## config.mk

```make
export PLATFORM = sky130hd
export DESIGN_NAME = victim_store
export DESIGN_NICKNAME = d
export VERILOG_FILES = /design/src/rtl/victim_pkg.sv /design/src/rtl/victim_match.sv /design/src/rtl/victim_fwd.sv /design/src/rtl/victim_store.sv
export SDC_FILE = /design/constraint.sdc
export NUM_CORES = 2
export LEC_CHECK = 0
export BUFFER_PORTS_ARGS = -buffer_cell sky130_fd_sc_hd__buf_4
export CORE_ASPECT_RATIO = 0.8
export CORE_MARGIN = 2
export CORE_UTILIZATION = 55
export DETAILED_ROUTE_END_ITERATION = 10
export MAX_ROUTING_LAYER = met4
export PLACE_DENSITY = 0.85
export SYNTH_ARGS = -nofsm -noshare
export SYNTH_HDL_FRONTEND = slang
export SYNTH_SLANG_ARGS = --single-unit
```

## constraint.sdc

```tcl
create_clock -name clk -period 4.27 [get_ports clk]
set_input_delay 0 -clock clk [delete_from_list [all_inputs] [get_ports clk]]
set_output_delay 0 -clock clk [all_outputs]
set_load 0.02 [all_outputs]
```

## src/rtl/victim_pkg.sv

```systemverilog
package victim_pkg;

    // kind of work done in one cycle, from {probe accepted, eviction offered}
    typedef enum logic [1:0] {
        OP_IDLE  = 2'b00,
        OP_EVICT = 2'b01,
        OP_PROBE = 2'b10,
        OP_SWAP  = 2'b11
    } op_e;

endpackage

```

## src/rtl/victim_match.sv

```systemverilog
module victim_match #(
    parameter int ENTRIES = 4,
    parameter int ADDR_W  = 26,
    localparam int IDX_W  = (ENTRIES > 1) ? $clog2(ENTRIES) : 1
) (
    input  logic [ENTRIES-1:0]             valid_i,
    input  logic [ENTRIES-1:0][ADDR_W-1:0] tag_i,
    input  logic [ADDR_W-1:0]              key_i,
    output logic                           hit_o,
    output logic [IDX_W-1:0]               idx_o
);

    logic [ENTRIES-1:0] match;

    // one comparator per entry, all working in parallel
    for (genvar g = 0; g < ENTRIES; g++) begin : g_cmp
        assign match[g] = valid_i[g] && (tag_i[g] == key_i);
    end

    always_comb begin
        idx_o = '0;
        for (int i = ENTRIES - 1; i >= 0; i--) begin
            if (match[i]) idx_o = IDX_W'(i);
        end
    end

    assign hit_o = |match;

endmodule

```

## src/rtl/victim_fwd.sv

```systemverilog
module victim_fwd #(
    parameter int ADDR_W = 26
) (
    input  logic              clk,
    input  logic              rst_n,
    input  logic              start_i,
    input  logic [ADDR_W-1:0] addr_i,
    input  logic              ack_i,
    output logic              req_o,
    output logic [ADDR_W-1:0] addr_o
);

    typedef struct packed {
        logic              req;
        logic [ADDR_W-1:0] addr;
    } fwd_t;

    fwd_t f_d, f_q;

    always_comb begin
        f_d = f_q;
        if (f_q.req && ack_i) f_d.req = 1'b0;
        if (start_i) begin
            f_d.req  = 1'b1;
            f_d.addr = addr_i;
        end
    end

    always_ff @(posedge clk or negedge rst_n) begin
        if (!rst_n) f_q <= '0;
        else        f_q <= f_d;
    end

    assign req_o  = f_q.req;
    assign addr_o = f_q.addr;


    fwd_hold_chk: assert property (@(posedge clk) disable iff (!rst_n)
        f_q.req && !ack_i |=> f_q.req && $stable(f_q.addr));


    fwd_drop_chk: assert property (@(posedge clk) disable iff (!rst_n)
        f_q.req && ack_i && !start_i |=> !f_q.req);

endmodule

```

## src/rtl/victim_store.sv

```systemverilog
module victim_store #(
    parameter int ENTRIES = 4,
    parameter int ADDR_W  = 26,
    parameter int LINE_W  = 64
) (
    input  logic              clk,
    input  logic              rst_n,
    input  logic              flush_i,
    input  logic              evict_valid_i,
    input  logic [ADDR_W-1:0] evict_addr_i,
    input  logic [LINE_W-1:0] evict_data_i,
    input  logic              lookup_valid_i,
    input  logic [ADDR_W-1:0] lookup_addr_i,
    output logic              lookup_ready_o,
    output logic              resp_valid_o,
    output logic              resp_hit_o,
    output logic [LINE_W-1:0] resp_data_o,
    output logic              fwd_req_o,
    output logic [ADDR_W-1:0] fwd_addr_o,
    input  logic              fwd_ack_i
);
    import victim_pkg::*;

    localparam int IDX_W = (ENTRIES > 1) ? $clog2(ENTRIES) : 1;
    localparam logic [IDX_W-1:0] LAST = IDX_W'(ENTRIES - 1);

    typedef struct packed {
        logic [ENTRIES-1:0]             valid;
        logic [ENTRIES-1:0][ADDR_W-1:0] tag;
        logic [ENTRIES-1:0][LINE_W-1:0] data;
        logic [IDX_W-1:0]               ptr;
        logic                           rvalid;
        logic                           rhit;
        logic [LINE_W-1:0]              rdata;
    } store_t;

    store_t s_d, s_q;

    logic [ENTRIES-1:0] live;
    logic               probe_hit;
    logic [IDX_W-1:0]   hit_idx;
    logic               accept;
    op_e                op;

    // a flush in this cycle hides every entry from the compare
    assign live   = flush_i ? '0 : s_q.valid;
    assign accept = lookup_valid_i && lookup_ready_o;
    assign op     = op_e'({accept, evict_valid_i});

    victim_match #(.ENTRIES(ENTRIES), .ADDR_W(ADDR_W)) u_match (
        .valid_i (live),
        .tag_i   (s_q.tag),
        .key_i   (lookup_addr_i),
        .hit_o   (probe_hit),
        .idx_o   (hit_idx)
    );

    victim_fwd #(.ADDR_W(ADDR_W)) u_fwd (
        .clk     (clk),
        .rst_n   (rst_n),
        .start_i (accept && !probe_hit),
        .addr_i  (lookup_addr_i),
        .ack_i   (fwd_ack_i),
        .req_o   (fwd_req_o),
        .addr_o  (fwd_addr_o)
    );

    always_comb begin
        s_d        = s_q;
        s_d.valid  = live;
        s_d.rvalid = accept;
        s_d.rhit   = accept && probe_hit;
        s_d.rdata  = '0;
        unique case (op)
            OP_PROBE, OP_SWAP: begin
                if (probe_hit) begin
                    s_d.rdata = s_q.data[hit_idx];
                    if (op == OP_SWAP) begin
                        s_d.tag[hit_idx]  = evict_addr_i;
                        s_d.data[hit_idx] = evict_data_i;
                    end else begin
                        s_d.valid[hit_idx] = 1'b0;
                    end
                end else if (op == OP_SWAP) begin
                    s_d.valid[s_q.ptr] = 1'b1;
                    s_d.tag[s_q.ptr]   = evict_addr_i;
                    s_d.data[s_q.ptr]  = evict_data_i;
                    s_d.ptr = (s_q.ptr == LAST) ? '0 : s_q.ptr + 1'b1;
                end
            end
            OP_EVICT: begin
                s_d.valid[s_q.ptr] = 1'b1;
                s_d.tag[s_q.ptr]   = evict_addr_i;
                s_d.data[s_q.ptr]  = evict_data_i;
                s_d.ptr = (s_q.ptr == LAST) ? '0 : s_q.ptr + 1'b1;
            end
            default: ;
        endcase
    end

    always_ff @(posedge clk or negedge rst_n) begin
        if (!rst_n) s_q <= '0;
        else        s_q <= s_d;
    end

    assign lookup_ready_o = !fwd_req_o;
    assign resp_valid_o   = s_q.rvalid;
    assign resp_hit_o     = s_q.rhit;
    assign resp_data_o    = s_q.rdata;


    resp_timing_chk: assert property (@(posedge clk) disable iff (!rst_n)
        accept |=> resp_valid_o);


    resp_idle_chk: assert property (@(posedge clk) disable iff (!rst_n)
        !accept |=> !resp_valid_o);


    fwd_on_miss_chk: assert property (@(posedge clk) disable iff (!rst_n)
        accept && !probe_hit |=> fwd_req_o && fwd_addr_o == $past(lookup_addr_i));


    no_fwd_on_hit_chk: assert property (@(posedge clk) disable iff (!rst_n)
        resp_valid_o && resp_hit_o |-> !fwd_req_o);


    swap_slot_chk: assert property (@(posedge clk) disable iff (!rst_n)
        accept && probe_hit && evict_valid_i |=>
            s_q.valid[$past(hit_idx)] && s_q.tag[$past(hit_idx)] == $past(evict_addr_i));


    hit_ptr_chk: assert property (@(posedge clk) disable iff (!rst_n)
        accept && probe_hit |=> $stable(s_q.ptr));


    flush_clear_chk: assert property (@(posedge clk) disable iff (!rst_n)
        flush_i && !evict_valid_i |=> s_q.valid == '0);

endmodule

```

## Word-level counts from Yosys, hierarchy flattened

Cells that the tools add are included.

| word-level totals | value |
|---|---|
| register bits | 459 |
| input port bits | 122 |
| output and inout port bits | 94 |
| word-level logic and storage cells | 85 |

| operators by class | value |
|---|---|
| add/subtract/negate cells | 1 |
| magnitude comparators | 4 |
| equality and inequality tests | 10 |
| mux-type cells | 34 |
| bitwise gates (word level) | 3 |
| reductions and logical operators | 18 |

Operators by type and width:

| cell | number |
|---|---|
| 366-bit one-hot mux with 2 select lines | 1 |
| 256-bit bitwise mux | 2 |
| 366-bit 2-to-1 mux | 1 |
| 364-bit 2-to-1 mux | 1 |
| 360-bit 2-to-1 mux | 1 |
| 64-bit 2-to-1 mux | 5 |
| 64-bit demux with 2-bit select | 2 |
| 104-bit bitwise mux | 2 |
| 64-bit binary-select mux with 2-bit select | 1 |
| 26-bit demux with 2-bit select | 2 |
| 26-bit == test | 4 |
| 26-bit 2-to-1 mux | 2 |
| 27-bit 2-to-1 mux | 1 |
| 2-bit 2-to-1 mux | 6 |
| 1-bit logical AND | 10 |
| 4-bit 2-to-1 mux | 2 |
| 2-bit == test, second input constant | 3 |
| 2-bit by 3-bit < comparator with 1-bit output, second input constant | 2 |
| 4-bit AND | 1 |
| 1-bit demux with 2-bit select | 2 |
| 2-bit by 1-bit greater-or-equal comparator with 1-bit output, second input constant | 2 |
| 2-bit != test, second input constant | 2 |
| 4-bit inverter | 1 |
| 4-bit OR | 1 |
| other kinds (9) | 13 |

## Depth between registers and ports, before layout

| depth | value |
|---|---|
| depth after elaboration | 15 |
| mapped depth | 11 |
| gate-level depth less buffers | 7 |

## Cells and area by module

From an unflattened synthesis, not the netlist that was laid out.

| unflattened totals | value |
|---|---|
| cell total of the unflattened synthesis | 1,318 |
| area, all modules | 20,368.3 um2 |

By module, submodules not included:

| module | instances | cells each | area each (um2) | seq. area each (um2) |
|---|---|---|---|---|
| victim_store | 1 | 1,098 | 17,956.0 | 10,810.4 |
| victim_match | 1 | 162 | 1,310.0 | 0.0 |
| victim_fwd | 1 | 58 | 1,102.3 | 675.6 |

## Least setup slack after synthesis

Ideal clock, no wire load.

| path | value |
|---|---|
| path type | flip-flop to flip-flop |
| from | reg s_q[347] in the netlist's numbering |
| to | reg s_q[196] in the netlist's numbering |
| library setup time | 0.125 ns |
| data arrival time | 2.556 ns |
| data required time | 4.145 ns |
| path slack | 1.589 ns |
| stages on the path, launching flop included | 10 |
| path buffers | 2 |
| period minus slack after synthesis | 2.681 ns |
| path through | dfrtp_1 xnor2_1 nand4_1 or4_1 nor4_4 nor2_1 a41o_1 buf_6 buf_6 mux2_4 |

| on the way | value |
|---|---|
| longest elaborated chain between the ends | 11 |
| elaborated cells on any way between the ends | 13 |
| those cells by class | order compare: 2; eq/ne: 1; mux: 7; reduce/logical: 3 |

Ends and longest elaborated chain:

| what | RTL line | source |
|---|---|---|
| start: declaration | victim_store.sv:37 | `store_t s_d, s_q;` |
| start signal: assignment | victim_store.sv:102 | `if (!rst_n) s_q <= '0;` |
| start signal: assignment | victim_store.sv:103 | `else s_q <= s_d;` |
| 26-bit == test (*) | victim_match.sv:17 | `assign match[g] = valid_i[g] && (tag_i[g] == key_i);` |
| 1-bit logical AND (*) | victim_match.sv:17 |  |
| 2-bit 2-to-1 mux | victim_match.sv:23 | `if (match[i]) idx_o = IDX_W'(i);` |
| 2-bit by 3-bit < comparator with 1-bit output (not written as such) / 2-bit by 1-bit greater-or-equal comparator with 1-bit output (equally long branches) | victim_store.sv:80 | `s_d.data[hit_idx] = evict_data_i;` |
| 1-bit logical AND (not written as such) | victim_store.sv:80 |  |
| 64-bit 2-to-1 mux (not written as such) | victim_store.sv:80 |  |
| 64-bit demux with 2-bit select | victim_store.sv:80 |  |
| 256-bit bitwise mux | victim_store.sv:80 |  |
| 360-bit 2-to-1 mux | victim_store.sv:78 | `if (op == OP_SWAP) begin` |
| 364-bit 2-to-1 mux (*) | victim_store.sv:76 | `if (probe_hit) begin` |
| 366-bit one-hot mux with 2 select lines (*) | victim_store.sv:74 | `unique case (op)` |

Mark *: on every way between the ends. The rest lies on a longest branch, timed or not. The select of a mux whose other input is x is not followed.
A chain may end at the register's enable or synchronous reset.

==> results.yml <==
hold_path:
  whs_path_depth: 3
  min_from: "lookup_valid_i"
  hold_class: "primary input to flip-flop"
  min_to: "resp_data_o[29]$_DFF_PN0_"
cells_and_area:
  seqCellArea_sq_um: 11500
  multi_input_area_sq_um: 7810
  area_growth_pct: 22.1
  layout-drive-gt1-share_pct: 37.9
  nets: 1875
  fin_area_sq_um: 24700
  nFillCells: 2384
synthesis:
  synth-seq-area-share_pct: 56.8
  synth-edff-count: 0
  yosys_warnings: 0
  synth-seq-cells: 459
  synthCells: 1502
  synth_cell_types: 41
  postSynth.asyncResetShare_pct: 100
  synth_flop_cell: "dfrtp_1"
  syn_nets: 1628
  netlist_area_sq_um: 20200
  synth_area_per_cell_sq_um: 13.5
timing:
  skew_ns: 0.0198
  tightest_slew_ns: 0.938
  hold_viol: 0
  slew_violations: 0
  setup_viol: 0
  period_needed_ns: 3.57
  max_clock_freq_ghz: 0.280
  setup_tns_ns: 0
  post-route-period-util_pct: 83.6
  slew_headroom_pct: 37.5
  rsz0062_at_grt: "no"
clock_network:
  clockRootBuffer: "clkbuf_16"
  cts_made_buffers: 45
  clkLatencyLatePin_ns: 0.56
  htree_levels: 2
  clockBufferDepth: 3
  cts_setup_buffers: 0
  cts_tree: "yes"
  clkTransAtPathRegs_ns: 0.07
  cts_num_sinks: 459
power:
  pwr_density_cell_nw_per_um2: 673
  internal_power_mw: 11.5
  power.switching_mw: 5.07
  finalPower_mw: 16.6
  combPwrFrac_pct: 30.3
  pwr-share-seq_pct: 44.2
  pwr-share-clk_pct: 25.5
  leakage_nw: 11.0
  peakVddDrop_uv: 352
  swShare_pct: 30.5
die:
  start_util_pct: 56.0
  coreArea_sq_um: 36100
  dieWidth_um: 218
  dieArea_sq_um: 38300
  die_h_um: 175
  io_pins: 216
  rows: 62
global_routing:
  grt.overflow.total: 0
  grt_max_degree: 116
  antenna_found_initial: 2
  track_usage_pct: 28.3
  grt_pass1_wl_um: 81200
  grt_pass1_vias: 14193
setup_path:
  cp-start-kind: "flip-flop"
  crit_start: "s_q[418]$_DFFE_PN0P_"
  cp-end-kind: "flip-flop"
  cp.arrival_ns: 3.99
  crit_path_max_fanout: 18
  r2r_start: "s_q[418]$_DFFE_PN0P_"
  timing.rr.end: "resp_data_o[25]$_DFF_PN0_"
  worstPathRequired_ns: 4.69
  crit_type: "flip-flop to flip-flop"
  r2r_setup_slack_ns: 0.70
  reg2reg_depth: 8
place:
  place_area_sq_um: 21900
  hpwl_um: 32300
  port_buffers: 215
  gp_congestion: 0.933
detailed_routing:
  route.detailed.drc: 0
  viasPerCell: 5.89
  route.final.wire_length_um: 52200
  wl_per_cell_um: 23.0
  drtIter0Drc: 1103
  drtPass1Iterations: 5
  ant_nets: 0
  num_vias: 13348
flow_run:
  maxCapViolCount: 0
status:
  outcome: "complete, no violations"
-- metal layers --
layer,GRT usage (%),vias up,routed length (um),part of all wire (%)
met5,-,-,0,0
met4,7.91,0,1080,2.1
met3,4.62,89,3370,6.5
met2,43.7,506,24600,47
met1,39.3,6973,23100,44
li1,-,5780,-,-
-- registers in the layout, indices dropped and copies added (netlist names) --
signal,cells
resp_data_o,64
resp_hit_o,1
s_q,366
u_fwd.addr_o,26
resp_valid_o,1
u_fwd.req_o,1
-- synth_stat cells, drive strengths merged (3+ instances only) --
cell type  count  share of area (%)
o22ai         68                2.1
buf          103                3.7
dfrtp        459                 57
nand2          9               0.17
a41o           3               0.15
clkbuf        60                1.1
nor3          26               0.64
a21oi          9               0.22
ha             4               0.25
xnor2         52                2.3
or2            3              0.093
mux2         388                 23
nand3         12               0.30
o21bai        12               0.45
nor4          74                2.4
nand4         29               0.90
o21ai          5               0.12
xor2          52                2.3
inv            5              0.093
nor2         110                2.0
-- area by class of cell --
type | count | area share, %
Clock inverter | 19 | 0.968
Sequential cell | 459 | 46.5
Inverter | 6 | 0.0913
Multi-Input combinational cell | 874 | 31.6
Clock buffer | 64 | 5.46
Antenna cell | 1 | 0.0101
Tap cell | 480 | 2.43
Timing Repair Buffer | 363 | 12.8
-- stage by stage --
| step | std cells | util (%) | worst slack [ns] | hold WS (ns) |
|---|---|---|---|---|
| final | 2266 | 68.4 | 0.702 | 0.0352 |
| after CTS | 2265 | 68.4 | 0.854 | 0.0145 |
| after floorplan | 1502 | - | 1.59 | -0.296 |
| after global placement | 2062 | 60.7 | 0.995 | 0.140 |
| after global routing | 2266 | 68.4 | 0.690 | 0.0226 |
| after detailed placement | 2062 | 60.7 | 0.975 | 0.139 |
-- power by group through the flow --
stage	clock network [mW]	registers [mW]	logic, mW
after floorplan	0	7.08	3.70
after global placement	0	7.19	4.69
after detailed placement	0	7.32	4.88
after CTS	4.27	7.29	5.01
after global routing	4.46	7.51	5.36
final	4.23	7.35	5.04
-- how the worst max path moves through the flow --
stage                     slack [ns]                        end
after detailed placement        0.98       s_q[228]$_DFFE_PN0P_
final                           0.70  resp_data_o[25]$_DFF_PN0_
after global routing            0.69  resp_data_o[18]$_DFF_PN0_
after CTS                       0.85  resp_data_o[11]$_DFF_PN0_
after floorplan                 1.59       s_q[196]$_DFFE_PN0P_
after global placement          0.99       s_q[255]$_DFFE_PN0P_
-- critical path, stage by stage, from the launching register on --
cell and delay, ns:
dfrtp_1 0.39, xnor2_1 0.38, nand4_1 0.32, nor3_1 0.65, nand2_1 0.23, a31oi_4 0.71
buf_4 0.34, o22ai_1 0.12, nor4_1 0.29
-- repair_timing --
action	in CTS	in global routing
hold endpoints to repair	500	0
hold buffers	120	0
resized for setup	0	0
-- cells by family after synthesis --
logic type,after synthesis,share of synthesized area (%)
AO/OA/AOI/OAI,106,3.40
adder cells (fa/ha/maj),4,0.248
multiplexers,388,23.3
buffers and inverters,169,4.88
XOR/XNOR,104,4.51
flip-flops,459,56.8
AND/OR/NAND/NOR,272,6.82
-- cell usage in the layout (no fill, tap or decap), types with 2 or more instances in the layout --
cell type / Yosys / final
and4_1: 2 / 2
nand2_1: 9 / 8
mux2_4: 90 / 90
o22ai_1: 68 / 68
mux2_1: 45 / 45
inv_6: 0 / 4
buf_4: 64 / 231
nor2b_1: 2 / 2
and2_1: 2 / 2
clkbuf_1: 60 / 4
clkbuf_8: 0 / 15
xor2_1: 52 / 52
nand4_1: 29 / 29
buf_12: 0 / 11
or2_2: 2 / 2
nor2_1: 110 / 110
o21ai_0: 4 / 4
clkinv_2: 0 / 9
o21bai_1: 12 / 12
clkbuf_16: 0 / 45
nor4_1: 73 / 73
xnor2_1: 52 / 52
ha_1: 4 / 4
o21a_1: 2 / 2
inv_1: 5 / 5
nor3_1: 26 / 26
nand2b_1: 2 / 2
dfrtp_1: 459 / 459
mux2_2: 253 / 253
nand3_1: 12 / 11
dlygate4sd3_1: 0 / 120
bufinv_16: 0 / 5
a21oi_1: 9 / 9
(Power assumes the default switching activity.)
